$ cat src/rtl/tlpf_pkg.sv
package tlpf_pkg;

    localparam int SEQ_W   = 12;
    localparam int LEN_W   = 10;
    localparam int ADDR_W  = 64;
    localparam int PCNT_W  = LEN_W + 3;
    localparam logic [31:0] CRC_POLY = 32'h04C1_1DB7;
    localparam logic [31:0] CRC_SEED = 32'hFFFF_FFFF;

    typedef enum logic [2:0] {
        PH_IDLE,
        PH_START,
        PH_SEQ,
        PH_HDR,
        PH_PAY,
        PH_ECRC,
        PH_LCRC,
        PH_END
    } phase_t;

    typedef struct packed {
        logic              gen3;
        logic              a64;
        logic [ADDR_W-1:0] addr;
        logic [LEN_W-1:0]  len;
        logic [7:0]        tag;
        logic [15:0]       rid;
        logic [3:0]        first_be;
        logic [3:0]        last_be;
        logic [2:0]        tc;
        logic [1:0]        attr;
        logic              td;
    } req_t;

    function automatic logic [31:0] crc32_step(input logic [31:0] crc, input logic [7:0] d);
        logic [31:0] c;
        c = crc;
        for (int i = 7; i >= 0; i--) begin
            if (c[31] ^ d[i]) c = (c << 1) ^ CRC_POLY;
            else              c = c << 1;
        end
        return c;
    endfunction

    function automatic logic [PCNT_W-1:0] payload_bytes(input logic [LEN_W-1:0] len);
        if (len == '0) return PCNT_W'(1 << (LEN_W + 2));
        return {1'b0, len, 2'b00};
    endfunction

endpackage

$ cat src/rtl/tlpf_hdr_build.sv
module tlpf_hdr_build
    import tlpf_pkg::*;
(
    input  req_t       req,
    input  logic [3:0] idx,
    output logic [7:0] hdr_byte,
    output logic [4:0] hdr_len
);
    logic [31:0]  dw0, dw1, dw2, dw3;
    logic [127:0] hdr;
    logic [31:0]  lo_addr;

    always_comb begin
        lo_addr = {req.addr[31:2], 2'b00};
        dw0 = {2'b01, req.a64, 5'b00000,
               1'b0, req.tc, 4'b0000,
               req.td, 1'b0, req.attr, 2'b00, req.len[9:8],
               req.len[7:0]};
        dw1 = {req.rid, req.tag, req.last_be, req.first_be};
        dw2 = req.a64 ? req.addr[63:32] : lo_addr;
        dw3 = lo_addr;
        hdr = {dw0, dw1, dw2, dw3};
        hdr_byte = hdr[8*(15 - idx) +: 8];
        hdr_len  = req.a64 ? 5'd16 : 5'd12;
    end
endmodule

$ cat src/rtl/tlpf_crc32.sv
module tlpf_crc32
    import tlpf_pkg::*;
(
    input  logic        clk,
    input  logic        rst,
    input  logic        clr,
    input  logic        en,
    input  logic [7:0]  din,
    output logic [31:0] crc_fin
);
    logic [31:0] state_q;

    always_ff @(posedge clk) begin
        if (rst || clr)  state_q <= CRC_SEED;
        else if (en)     state_q <= crc32_step(state_q, din);
    end

    assign crc_fin = ~state_q;
endmodule

$ cat src/rtl/tlpf_seq_ctr.sv
module tlpf_seq_ctr #(
    parameter int W = 12
) (
    input  logic         clk,
    input  logic         rst,
    input  logic         inc,
    output logic [W-1:0] seq
);
    always_ff @(posedge clk) begin
        if (rst)      seq <= '0;
        else if (inc) seq <= seq + 1'b1;
    end
endmodule

$ cat src/rtl/tlp_mwr_framer.sv
module tlp_mwr_framer
    import tlpf_pkg::*;
#(
    parameter logic [7:0]  START_SYM = 8'hFB,
    parameter logic [7:0]  END_SYM   = 8'hFD,
    parameter logic [31:0] G3_START  = 32'hF0AC_530F
) (
    input  logic              clk,
    input  logic              rst,
    input  logic              cmd_valid,
    output logic              cmd_ready,
    input  logic              req_gen3,
    input  logic              req_addr64,
    input  logic [ADDR_W-1:0] req_addr,
    input  logic [LEN_W-1:0]  req_len,
    input  logic [7:0]        req_tag,
    input  logic [15:0]       req_rid,
    input  logic [3:0]        req_first_be,
    input  logic [3:0]        req_last_be,
    input  logic [2:0]        req_tc,
    input  logic [1:0]        req_attr,
    input  logic              req_ecrc_en,
    input  logic              pl_valid,
    output logic              pl_ready,
    input  logic [7:0]        pl_data,
    output logic              out_valid,
    input  logic              out_ready,
    output logic [7:0]        out_data,
    output logic              out_last
);
    localparam int SEQ_FIELD_W = 16;

    phase_t            ph;
    logic [PCNT_W-1:0] idx;
    logic [PCNT_W-1:0] last_idx;
    req_t              rq;
    logic              fire, cmd_fire, ph_last;
    logic [7:0]        hdr_byte;
    logic [4:0]        hdr_len;
    logic [31:0]       ecrc_fin, lcrc_fin;
    logic [SEQ_W-1:0]  seq_q;
    logic [SEQ_FIELD_W-1:0] seq_field;
    logic              lcrc_en, ecrc_en, seq_inc;
    phase_t            ph_next;

    assign cmd_ready = (ph == PH_IDLE);
    assign cmd_fire  = cmd_valid && cmd_ready;
    assign out_valid = (ph != PH_IDLE) && ((ph != PH_PAY) || pl_valid);
    assign pl_ready  = (ph == PH_PAY) && out_ready;
    assign fire      = out_valid && out_ready;
    assign seq_field = SEQ_FIELD_W'(seq_q);

    tlpf_hdr_build u_hdr (
        .req      (rq),
        .idx      (idx[3:0]),
        .hdr_byte (hdr_byte),
        .hdr_len  (hdr_len)
    );

    assign ecrc_en = fire && ((ph == PH_HDR) || (ph == PH_PAY));
    assign lcrc_en = fire && ((ph == PH_SEQ) || (ph == PH_HDR) ||
                              (ph == PH_PAY) || (ph == PH_ECRC));

    tlpf_crc32 u_ecrc (
        .clk (clk), .rst (rst), .clr (cmd_fire), .en (ecrc_en),
        .din (out_data), .crc_fin (ecrc_fin)
    );

    tlpf_crc32 u_lcrc (
        .clk (clk), .rst (rst), .clr (cmd_fire), .en (lcrc_en),
        .din (out_data), .crc_fin (lcrc_fin)
    );

    assign seq_inc = fire && out_last;

    tlpf_seq_ctr #(.W(SEQ_W)) u_seq (
        .clk (clk), .rst (rst), .inc (seq_inc), .seq (seq_q)
    );

    always_comb begin
        last_idx = '0;
        ph_next  = PH_IDLE;
        case (ph)
            PH_START: begin
                last_idx = rq.gen3 ? PCNT_W'(3) : '0;
                ph_next  = PH_SEQ;
            end
            PH_SEQ: begin
                last_idx = PCNT_W'(1);
                ph_next  = PH_HDR;
            end
            PH_HDR: begin
                last_idx = PCNT_W'(hdr_len) - 1'b1;
                ph_next  = PH_PAY;
            end
            PH_PAY: begin
                last_idx = payload_bytes(rq.len) - 1'b1;
                ph_next  = rq.td ? PH_ECRC : PH_LCRC;
            end
            PH_ECRC: begin
                last_idx = PCNT_W'(3);
                ph_next  = PH_LCRC;
            end
            PH_LCRC: begin
                last_idx = PCNT_W'(3);
                ph_next  = rq.gen3 ? PH_IDLE : PH_END;
            end
            PH_END: begin
                last_idx = '0;
                ph_next  = PH_IDLE;
            end
            default: begin
                last_idx = '0;
                ph_next  = PH_IDLE;
            end
        endcase
    end

    assign ph_last  = (idx == last_idx);
    assign out_last = (ph == PH_END) || ((ph == PH_LCRC) && ph_last && rq.gen3);

    always_comb begin
        case (ph)
            PH_START: out_data = rq.gen3 ? G3_START[8*(3 - idx[1:0]) +: 8] : START_SYM;
            PH_SEQ:   out_data = seq_field[8*(1 - idx[0]) +: 8];
            PH_HDR:   out_data = hdr_byte;
            PH_PAY:   out_data = pl_data;
            PH_ECRC:  out_data = ecrc_fin[8*(3 - idx[1:0]) +: 8];
            PH_LCRC:  out_data = lcrc_fin[8*(3 - idx[1:0]) +: 8];
            PH_END:   out_data = END_SYM;
            default:  out_data = '0;
        endcase
    end

    always_ff @(posedge clk) begin
        if (rst) begin
            ph  <= PH_IDLE;
            idx <= '0;
            rq  <= '0;
        end else if (cmd_fire) begin
            ph  <= PH_START;
            idx <= '0;
            rq.gen3     <= req_gen3;
            rq.a64      <= req_addr64;
            rq.addr     <= req_addr;
            rq.len      <= req_len;
            rq.tag      <= req_tag;
            rq.rid      <= req_rid;
            rq.first_be <= req_first_be;
            rq.last_be  <= req_last_be;
            rq.tc       <= req_tc;
            rq.attr     <= req_attr;
            rq.td       <= req_ecrc_en;
        end else if (fire) begin
            if (ph_last) begin
                ph  <= ph_next;
                idx <= '0;
            end else begin
                idx <= idx + 1'b1;
            end
        end
    end

    AST_START_AFTER_CMD: assert property (@(posedge clk) disable iff (rst)
        (cmd_valid && cmd_ready) |=> (out_valid && !cmd_ready));

    AST_HOLD_ON_STALL: assert property (@(posedge clk) disable iff (rst)
        (out_valid && !out_ready && ph != PH_PAY) |=> (out_valid && $stable(out_data)));

    AST_NO_PAY_OVERRUN: assert property (@(posedge clk) disable iff (rst)
        (ph == PH_PAY) |-> (idx < payload_bytes(rq.len)));

    AST_SEQ_STEP: assert property (@(posedge clk) disable iff (rst)
        (out_valid && out_ready && out_last) |=> (seq_q == SEQ_W'($past(seq_q) + 1'b1)));

    AST_G3_NO_END: assert property (@(posedge clk) disable iff (rst)
        (ph == PH_END) |-> !rq.gen3);

    AST_ECRC_ONLY_TD: assert property (@(posedge clk) disable iff (rst)
        (ph == PH_ECRC) |-> rq.td);

    AST_PL_READY_GATED: assert property (@(posedge clk) disable iff (rst)
        pl_ready |-> (out_ready && !cmd_ready));
endmodule

$ cat config.mk
export PLATFORM = sky130hd
export DESIGN_NAME = tlp_mwr_framer
export DESIGN_NICKNAME = d
export VERILOG_FILES = /design/src/rtl/tlpf_pkg.sv /design/src/rtl/tlpf_hdr_build.sv /design/src/rtl/tlpf_crc32.sv /design/src/rtl/tlpf_seq_ctr.sv /design/src/rtl/tlp_mwr_framer.sv
export SDC_FILE = /design/constraint.sdc
export NUM_CORES = 1
export LEC_CHECK = 0
export ABC_AREA = 0
export BUFFER_PORTS_ARGS = -buffer_cell sky130_fd_sc_hd__buf_2
export CORE_MARGIN = 1
export CORE_UTILIZATION = 54
export DETAILED_ROUTE_END_ITERATION = 12
export MAX_ROUTING_LAYER = met4
export PLACE_DENSITY = 0.76
export SYNTH_ARGS = -nofsm -noshare
export SYNTH_HDL_FRONTEND = slang
export SYNTH_HIERARCHICAL = 1
export SYNTH_SLANG_ARGS = --single-unit
$ cat constraint.sdc
create_clock -name clk -period 4.36 [get_ports clk]
set_clock_uncertainty 0.05 [all_clocks]
set_input_delay 0.654 -clock clk [delete_from_list [all_inputs] [get_ports clk]]
set_output_delay 0.654 -clock clk [all_outputs]
set_load 0.01 [all_outputs]
==> results of run 1 <==
[power by group]
part / leakage [nW] / switching [mW] / internal, mW
Combinational: 3.81 / 0.651 / 0.577
Sequential: 1.67 / 0.0577 / 1.94
Clock: 0.381 / 0.786 / 1.19
[worst max-delay path: cells and delay by family (launching register included)]
kind | cells | cell delay [ps]
xor+xnor | 3 | 1170
compound gates | 4 | 810
simple gates | 3 | 610
mux | 1 | 580
flops | 1 | 490
buf+inv | 2 | 370
[per-layer routing]
| metal | vias up | routed length (um) |
|---|---|---|
| li1 | 5187 | - |
| met4 | 0 | 906 |
| met1 | 5073 | 14800 |
| met5 | - | 0 |
| met2 | 387 | 15200 |
| met3 | 72 | 2070 |
[layout by cell type, fill, tap and decap left out, types with 6 or more instances in the layout]
cell type and n:
a22oi_1 6, a21oi_1 149, o31ai_1 9, dfxtp_1 201
xnor2_1 108, mux4_2 27, clkbuf_16 24, a31oi_1 16
nor4_1 11, buf_2 135, o21ai_0 26, o211ai_1 49
nand2_1 311, xnor2_4 8, a211o_1 7, mux2i_1 22
xnor3_1 10, nor2_1 42, nand4_1 7, inv_1 88
nor2b_1 9, mux2_2 10, xor2_1 15, nand3_1 10
mux4_1 7, o21ai_1 6, o2111ai_1 8, nor3_1 22
buf_4 49, xnor2_2 10
[registers in the layout (all words and copies together), names as in the netlist]
signal          count
ph                  3
u_seq/seq          12
u_ecrc/state_q     32
idx                13
u_lcrc/state_q     32
rq                112
[path summary, 6_finish.rpt]
check / from / endpoint / depth (start not counted)
max: rq[112] / u_ecrc/state_q[10] / 13
min: req_rid[13] / rq[27] / 3
min reg2reg: rq[73] / rq[73] / 2
max reg2reg: rq[112] / u_ecrc/state_q[10] / 13
[repair_timing]
action                                  in CTS  in global routing
endpoints found under the setup margin       1                 13
buffers inserted                             0                  5
pin swaps                                    0                  4
gates resized for setup                      1                 10
[per-stage QoR]
stage,worst slack (ps),TNS (ps),utilization
after global placement,152,0,0.598
after floorplan,114,0,-
after CTS,5.66,0,0.633
after detailed placement,87.7,0,0.598
final,165,0,0.636
after global routing,-10.4,-10.4,0.636
[area by class of cell]
type / instances / area share
Multi-Input combinational cell: 1041 / 0.525
Sequential cell: 204 / 0.291
Timing Repair Buffer: 188 / 0.0799
Clock buffer: 31 / 0.0474
Tap cell: 280 / 0.0249
Inverter: 90 / 0.0241
Clock inverter: 8 / 0.00783
==> summary.txt, run 1 <==
Outcome - finished, final reports clean
Nets - 1682
Register area - 4090 um^2
Hold buffer count at cts - 0
Hold crit path type - input port to register
# IOs - 139
Crit-path slowest cell - mux4_1
Met2 usage - 0.453
Grt total ovfl - 0
Critical path class - register to register
Peak per-stage delay on the critical path - 580 ps
Post-DP HPWL - 23700 um
Vias in the first global route - 10200
Die ar. - 23400 um^2
Post-DP Area - 13200 um^2
Worst setup EP type - register
Fin area - 14100 um^2
Multi-input gate area - 7380 um^2
Share of cells above drive strength 1 - 0.211
Crit Path Max Fanout - 8
Highest Clock Rate - 238 MHz
CTS tree - yes
Drt drc - 0
Grt met3 use - 0.0286
Starting DRT DRC Count - 955
Slew Limit Fails - 0
R2R setup slack - 170 ps
H-Tree Depth - 1
Largest net degree at the start of global routing - 114
GPL Wtd Cong - 0.918
DRT Wirelength - 32900 um
Final hold slack - 306 ps
Critical path cell sequence - nor2b_4, buf_4, mux4_1, nand2_1, a32oi_1, a22oi_1, o2111ai_1, buf_4, xnor2_4, xnor2_4, xnor3_1, and2_1, o311ai_2
Yosys warning total - 6
Row cnt - 54
Wirelength per Cell - 17.9 um
Cts bufs inserted - 24
PwrDens - 370 nW/um^2
Final Hold Vio Count - 0
GR peak layer - met2
Worst Tran Pin Value - 1140 ps
Clk buf depth - 3
Syn Area/Cell - 8.55 um^2
Antenna viol nets, final - 0
Peak VDD IR - 0.316 mV
Mapped Cells - 1437
Sink Count - 204
Slew HR - 0.240
Initial core utilization - 0.556
Dpl cells - 1798
Max-cap violations - 0
Final min period - 4190 ps
PortBufs - 136
Die width - 153 um
DR vias - 10700
Post-layout power - 5.21 mW
Final setup violation count - 0
Vias per cell - 5.82
Cell Area, Synth - 12300 um^2
Critical Path RT - 4730 ps
First-pass DRT Iterations - 5
Die H - 153 um
Fillers - 1827
Initial antenna violation count - 0
CTS root buf - clkbuf_16
Final Cycle Share - 0.962
Diodes inserted - 0
GRT Total Usage - 0.291
P_leak - 5.85 nW
Fin cells - 1842
Global-route wire length before repair - 53500 um
Met1 Resource Use GR - 0.397
Area growth syn-to-layout - 14.4%
Worst-Skew Late Latency - 530 ps
CP startpoint kind - register
Worst-path clk slew - 60 ps
Core area - 22100 um^2
Crit path DAT - 4560 ps
No activity file was read; power rests on OpenSTA's default activity.
==> run 2, diff against run 1 <==
--- a/config.mk
+++ b/config.mk
@@ -7,11 +7,14 @@
 export LEC_CHECK = 0
 export ABC_AREA = 0
 export BUFFER_PORTS_ARGS = -buffer_cell sky130_fd_sc_hd__buf_2
+export CELL_PAD_IN_SITES_DETAIL_PLACEMENT = 1
+export CELL_PAD_IN_SITES_GLOBAL_PLACEMENT = 1
 export CORE_MARGIN = 1
-export CORE_UTILIZATION = 54
+export CORE_UTILIZATION = 41
 export DETAILED_ROUTE_END_ITERATION = 12
 export MAX_ROUTING_LAYER = met4
-export PLACE_DENSITY = 0.76
+export PLACE_DENSITY = 0.77
+export RECOVER_POWER = 25
 export SYNTH_ARGS = -nofsm -noshare
 export SYNTH_HDL_FRONTEND = slang
 export SYNTH_HIERARCHICAL = 1
==> run 2 against run 1 <==
Effect of this change: flip-flop and latch count stayed put; highest routed layer unchanged; sequential share of layout area fell by 0.19 points; via count decreased by 0.14%; utilization fell by 16 points; critical path depth decreased by 1; hold slack worse by 13 ps.
==> summary.txt, run 2 (synthesis gave the netlist of run 1 again) <==
Hold Crit Start - req_addr[28]
Crit Path Max Fanout - 9
Most frequent cells in the layout - nand2_1 (311), dfxtp_1 (199), a21oi_1 (149)
CTS tree - yes
Hold buffer count at cts - 0
PortBufs - 136
Die width - 175 um
DP Worst Slack - 140 ps
Net Sw Frac - 0.297
Critical path class - register to register
Grt total ovfl - 0
Peak per-stage delay on the critical path - 630 ps
Switching pwr - 1.56 mW
Worst setup EP type - register
Int Pwr - 3.70 mW
Critical path cell sequence - nor2b_4, mux4_1, nand2_1, a32oi_1, a22oi_1, o2111ai_1, buf_4, xnor2_4, xnor2_4, xnor3_1, and2_1, o311ai_2
Wirelength per Cell - 19.3 um
DRT Wirelength - 37700 um
Largest registers - rq (112), u_ecrc/state_q (32), u_lcrc/state_q (32)
Worst-path clk slew - 60 ps
Clk buf depth - 3
Highest Clock Rate - 239 MHz
Largest net degree at the start of global routing - 92
Nets - 1680
Critical Path RT - 4760 ps
Hold Path Stages - 3
Reg with most FFs - rq
Share of cells above drive strength 1 - 0.210
H-Tree Depth - 1
Setup WS post-layout - 179 ps
Crit-path slowest cell - mux4_1
DR vias - 10700
Core area - 29600 um^2
Met2 usage - 0.410
Worst Tran Pin Value - 1390 ps
# IOs - 139
Row cnt - 63
Most common cell after layout, fill and taps aside - nand2_1
Final Hold Vio Count - 0
Comb power frac - 0.238
Drt drc - 0
R2R depth - 12
Final min period - 4180 ps
Die H - 175 um
P_leak - 5.83 nW
Worst R2R Start - rq[112]
Most used cell, CP - xnor2_4
Vias in the first global route - 11000
PwrDens - 371 nW/um^2
Outcome - finished, final reports clean
GRT Total Usage - 0.252
Worst Hold Path EP - rq[76]
Initial antenna violation count - 1
Cts bufs inserted - 24
Sink Count - 204
Die ar. - 30700 um^2
Area growth syn-to-layout - 15.3%
Power share of the clock group - 0.380
GR peak layer - met2
Slew HR - 0.0670
Slew Limit Fails - 0
Crit path DAT - 4580 ps
Starting DRT DRC Count - 551
RR Endpoint - u_ecrc/state_q[10]
Hold crit path type - input port to register
Fin Setup TNS - 0 ps
CP startpoint kind - register
Global-route wire length before repair - 59900 um
Final Cycle Share - 0.959
GPL Wtd Cong - 0.873
Initial core utilization - 0.416
Grt met3 use - 0.0339
R2R setup slack - 180 ps
Peak VDD IR - 0.277 mV
First-pass DRT Iterations - 5
Met1 Resource Use GR - 0.327
Worst-Skew Late Latency - 550 ps
Max FFs per register - 112
Post-DP HPWL - 27400 um
Antenna viol nets, final - 0
Final setup violation count - 0
Part of the power in registers - 0.381
Max-cap violations - 0
CTS root buf - clkbuf_16
Vias per cell - 5.49
==> run 2: worst max-delay path, delay by kind of cell, from the launching register on <==
| kind | cells | cell delay, ps |
|---|---|---|
| AO/OA/AOI/OAI | 4 | 880 |
| XOR/XNOR | 3 | 1210 |
| buffers and inverters | 1 | 230 |
| flip-flops | 1 | 440 |
| multiplexers | 1 | 630 |
| AND/OR/NAND/NOR | 3 | 650 |
==> run 2: area by class of cell <==
| type | count | area (um^2) |
|---|---|---|
| timing repair buffer | 186 | 1080 |
| tap | 390 | 488 |
| multi-input combinational | 1041 | 7390 |
| inverter | 90 | 343 |
| antenna | 1 | 2.50 |
| fill | 3523 | 15400 |
| clock inverter | 8 | 118 |
| sequential | 204 | 4090 |
| clock buffer | 31 | 657 |
==> run 2: layer usage <==
layer	routed length, um	vias to the layer above
met2	17900	233
li1	-	5186
met1	17100	5224
met5	0	-
met4	1100	0
met3	1570	61
==> run 2: worst max-delay path by stage <==
stage,cells after the start,start,endpoint
floorplan,13,ph[0],u_ecrc/state_q[10]
detailed placement,11,idx[1],u_ecrc/state_q[8]
global route,12,rq[38],out_last
finish,12,rq[112],u_ecrc/state_q[10]
CTS,11,rq[38],out_last
global placement,12,rq[112],u_seq/seq[11]
==> run 2: per-stage QoR <==
step / instance area (um^2) / util / power (mW) / hold slack [ps] / cells
6_report: 14200 / 0.479 / 5.26 / 293 / 1951
2_1_floorplan: 12300 / - / 2.95 / 382 / 1438
5_1_grt: 14200 / 0.479 / 5.47 / 294 / 1951
3_5_place_dp: 13300 / 0.450 / 3.28 / 396 / 1908
4_1_cts: 14100 / 0.477 / 5.30 / 273 / 1947
3_3_place_gp: 13300 / 0.450 / 3.25 / 390 / 1908
==> run 2: power by group through the flow <==
stage / sequential (mW) / combinational [mW] / clock [mW]
2_1_floorplan: 2.01 / 0.941 / 0
3_3_place_gp: 2.04 / 1.21 / 0
3_5_place_dp: 2.04 / 1.23 / 0
4_1_cts: 2.00 / 1.25 / 2.05
5_1_grt: 2.01 / 1.36 / 2.10
6_report: 2.00 / 1.25 / 2.00
==> run 2: what timing repair did <==
item                                    4_1_cts  5_1_grt
gates resized for setup                       5       11
pin swaps                                     0        3
setup buffers                                 0        3
endpoints found under the setup margin        1       13
==> run 3, diff against run 2 <==
--- a/config.mk
+++ b/config.mk
@@ -10,10 +10,10 @@
 export CELL_PAD_IN_SITES_DETAIL_PLACEMENT = 1
 export CELL_PAD_IN_SITES_GLOBAL_PLACEMENT = 1
 export CORE_MARGIN = 1
-export CORE_UTILIZATION = 41
+export CORE_UTILIZATION = 30
 export DETAILED_ROUTE_END_ITERATION = 12
 export MAX_ROUTING_LAYER = met4
-export PLACE_DENSITY = 0.77
+export PLACE_DENSITY = 0.59
 export RECOVER_POWER = 25
 export SYNTH_ARGS = -nofsm -noshare
 export SYNTH_HDL_FRONTEND = slang
==> run 3 against run 2 <==
Effect of this change: non-clock buffer count rose by 28; final cell count rose by 8.4%; utilization fell by 11 points; global-route usage fell by 5.9 points; hold slack improved by 21 ps; first-iteration DRC count rose by 18%; sequential share of layout area fell by 0.96 points; largest power group is now clock; worst setup slack improved by 21 ps; cell area rose by 3.3%; combinational power rose by 4%; via count fell by 1.1%.
==> summary.txt, run 3 (synthesis gave the netlist of run 1 again) <==
Worst-path clk slew - 60 ps
P_leak - 6.02 nW
Antenna viol nets, final - 0
Core area - 40100 um^2
Final hold slack - 314 ps
Post-DP Area - 13700 um^2
Crit-path slowest cell - or4b_4
Fin cells - 2115
Drt drc - 0
Worst Hold Path EP - rq[76]
Hold buffer count at cts - 0
Die H - 204 um
Worst Tran Pin Value - 1250 ps
Hold Path Stages - 3
Global-route wire length before repair - 61600 um
Vias in the first global route - 10900
Post-layout util - 0.365
First-pass DRT Iterations - 4
Starting DRT DRC Count - 649
Wirelength per Cell - 18.5 um
Row cnt - 73
Final setup violation count - 0
Crit Path Max Fanout - 6
Highest Clock Rate - 240 MHz
CTS tree - yes
DP Worst Slack - 109 ps
PortBufs - 136
RSZ-0062 raised after global routing - false
DR vias - 10600
Die width - 204 um
Diodes inserted - 0
Final Cycle Share - 0.954
Die ar. - 41800 um^2
Final min period - 4160 ps
Outcome - finished, final reports clean
Post-layout power - 5.44 mW
Crit path DAT - 3460 ps
Final Hold Vio Count - 0
Dpl cells - 2072
Peak VDD IR - 0.270 mV
Initial antenna violation count - 0
CP startpoint kind - register
Largest registers - rq (112), u_ecrc/state_q (32), u_lcrc/state_q (32)
RR Endpoint - u_seq/seq[11]
Slew HR - 0.166
Area growth syn-to-layout - 19.1%
CTS root buf - clkbuf_16
Worst-Skew Late Latency - 530 ps
# IOs - 139
Most frequent cells in the layout - nand2_1 (311), dfxtp_1 (202), a21oi_1 (149)
Peak per-stage delay on the critical path - 500 ps
Share of cells above drive strength 1 - 0.224
Vias per cell - 5.00
Max FFs per register - 112
R2R setup slack - 290 ps
Nets - 1709
GPL Wtd Cong - 0.883
Slew Limit Fails - 0
Hold crit path type - input port to register
GRT Total Usage - 0.194
Largest net degree at the start of global routing - 76
Fin Setup TNS - 0 ps
PwrDens - 372 nW/um^2
Initial core utilization - 0.306
Grt total ovfl - 0
Critical path cell sequence - inv_1, ha_4, or4b_4, or3_1, a21oi_2, o311ai_1, a2111o_1, nor4_4, a21o_1, and2_1, buf_2
Cts bufs inserted - 25
Worst R2R Start - rq[39]
Setup WS post-layout - 200 ps
Critical Path RT - 3660 ps
H-Tree Depth - 1
DRT Wirelength - 39100 um
Critical path class - register to output pin
Fin area - 14600 um^2
Sink Count - 204
Worst setup EP type - output pin
Clk buf depth - 3
Most common cell after layout, fill and taps aside - nand2_1
R2R depth - 13
Max-cap violations - 0
Post-DP HPWL - 29100 um
Hold Crit Start - req_addr[28]
Reg with most FFs - rq
run 3: cell types whose count changed in the layout (fill, tap and decap cells not counted), moves of 2 or more:
cell        change
clkbuf_8        +4
clkinvlp_4      -2
buf_4          +26
dfxtp_2         -2
dfxtp_1         +3
run 3: cell type report:
type | count | area [um^2]
Clock inverter | 6 | 105
Timing Repair Buffer | 214 | 1300
Fill cell | 4778 | 25500
Clock buffer | 35 | 733
Sequential cell | 204 | 4090
Inverter | 90 | 339
Multi-Input combinational cell | 1041 | 7420
Tap cell | 525 | 657
run 3: critical path: cells and delay by family, from the launching register on:
family / cells / cell delay (ps)
AOI/OAI and AO/OA: 4 / 820
adders and majority gates: 1 / 170
buffers and inverters: 2 / 270
DFF: 1 / 360
and+or+nand+nor: 4 / 1310
run 3: metal layers:
layer	share of wire	vias up	GRT usage
met3	0.034	36	0.0187
met2	0.46	201	0.306
met5	0	-	-
met1	0.50	5090	0.269
met4	0.015	0	0.0362
li1	-	5255	-
run 3: worst max-delay path by stage:
stage	from	to	slack, ps
3_3_place_gp	rq[39]	u_seq/seq[11]	210
6_report	rq[39]	out_last	200
5_1_grt	rq[39]	out_last	2
2_1_floorplan	ph[0]	u_ecrc/state_q[10]	110
4_1_cts	rq[39]	out_last	20
3_5_place_dp	rq[39]	u_seq/seq[11]	110
run 3: where the power goes:
| part | switching [mW] | internal (mW) |
|---|---|---|
| clock network | 0.813 | 1.33 |
| logic | 0.684 | 0.614 |
| registers | 0.0567 | 1.94 |
run 3: repair_timing:
| action | in CTS | in global routing |
|---|---|---|
| endpoints found under the setup margin | 1 | 8 |
| resized for setup | 2 | 12 |
| setup buffers | 0 | 2 |
| pin swaps | 0 | 3 |
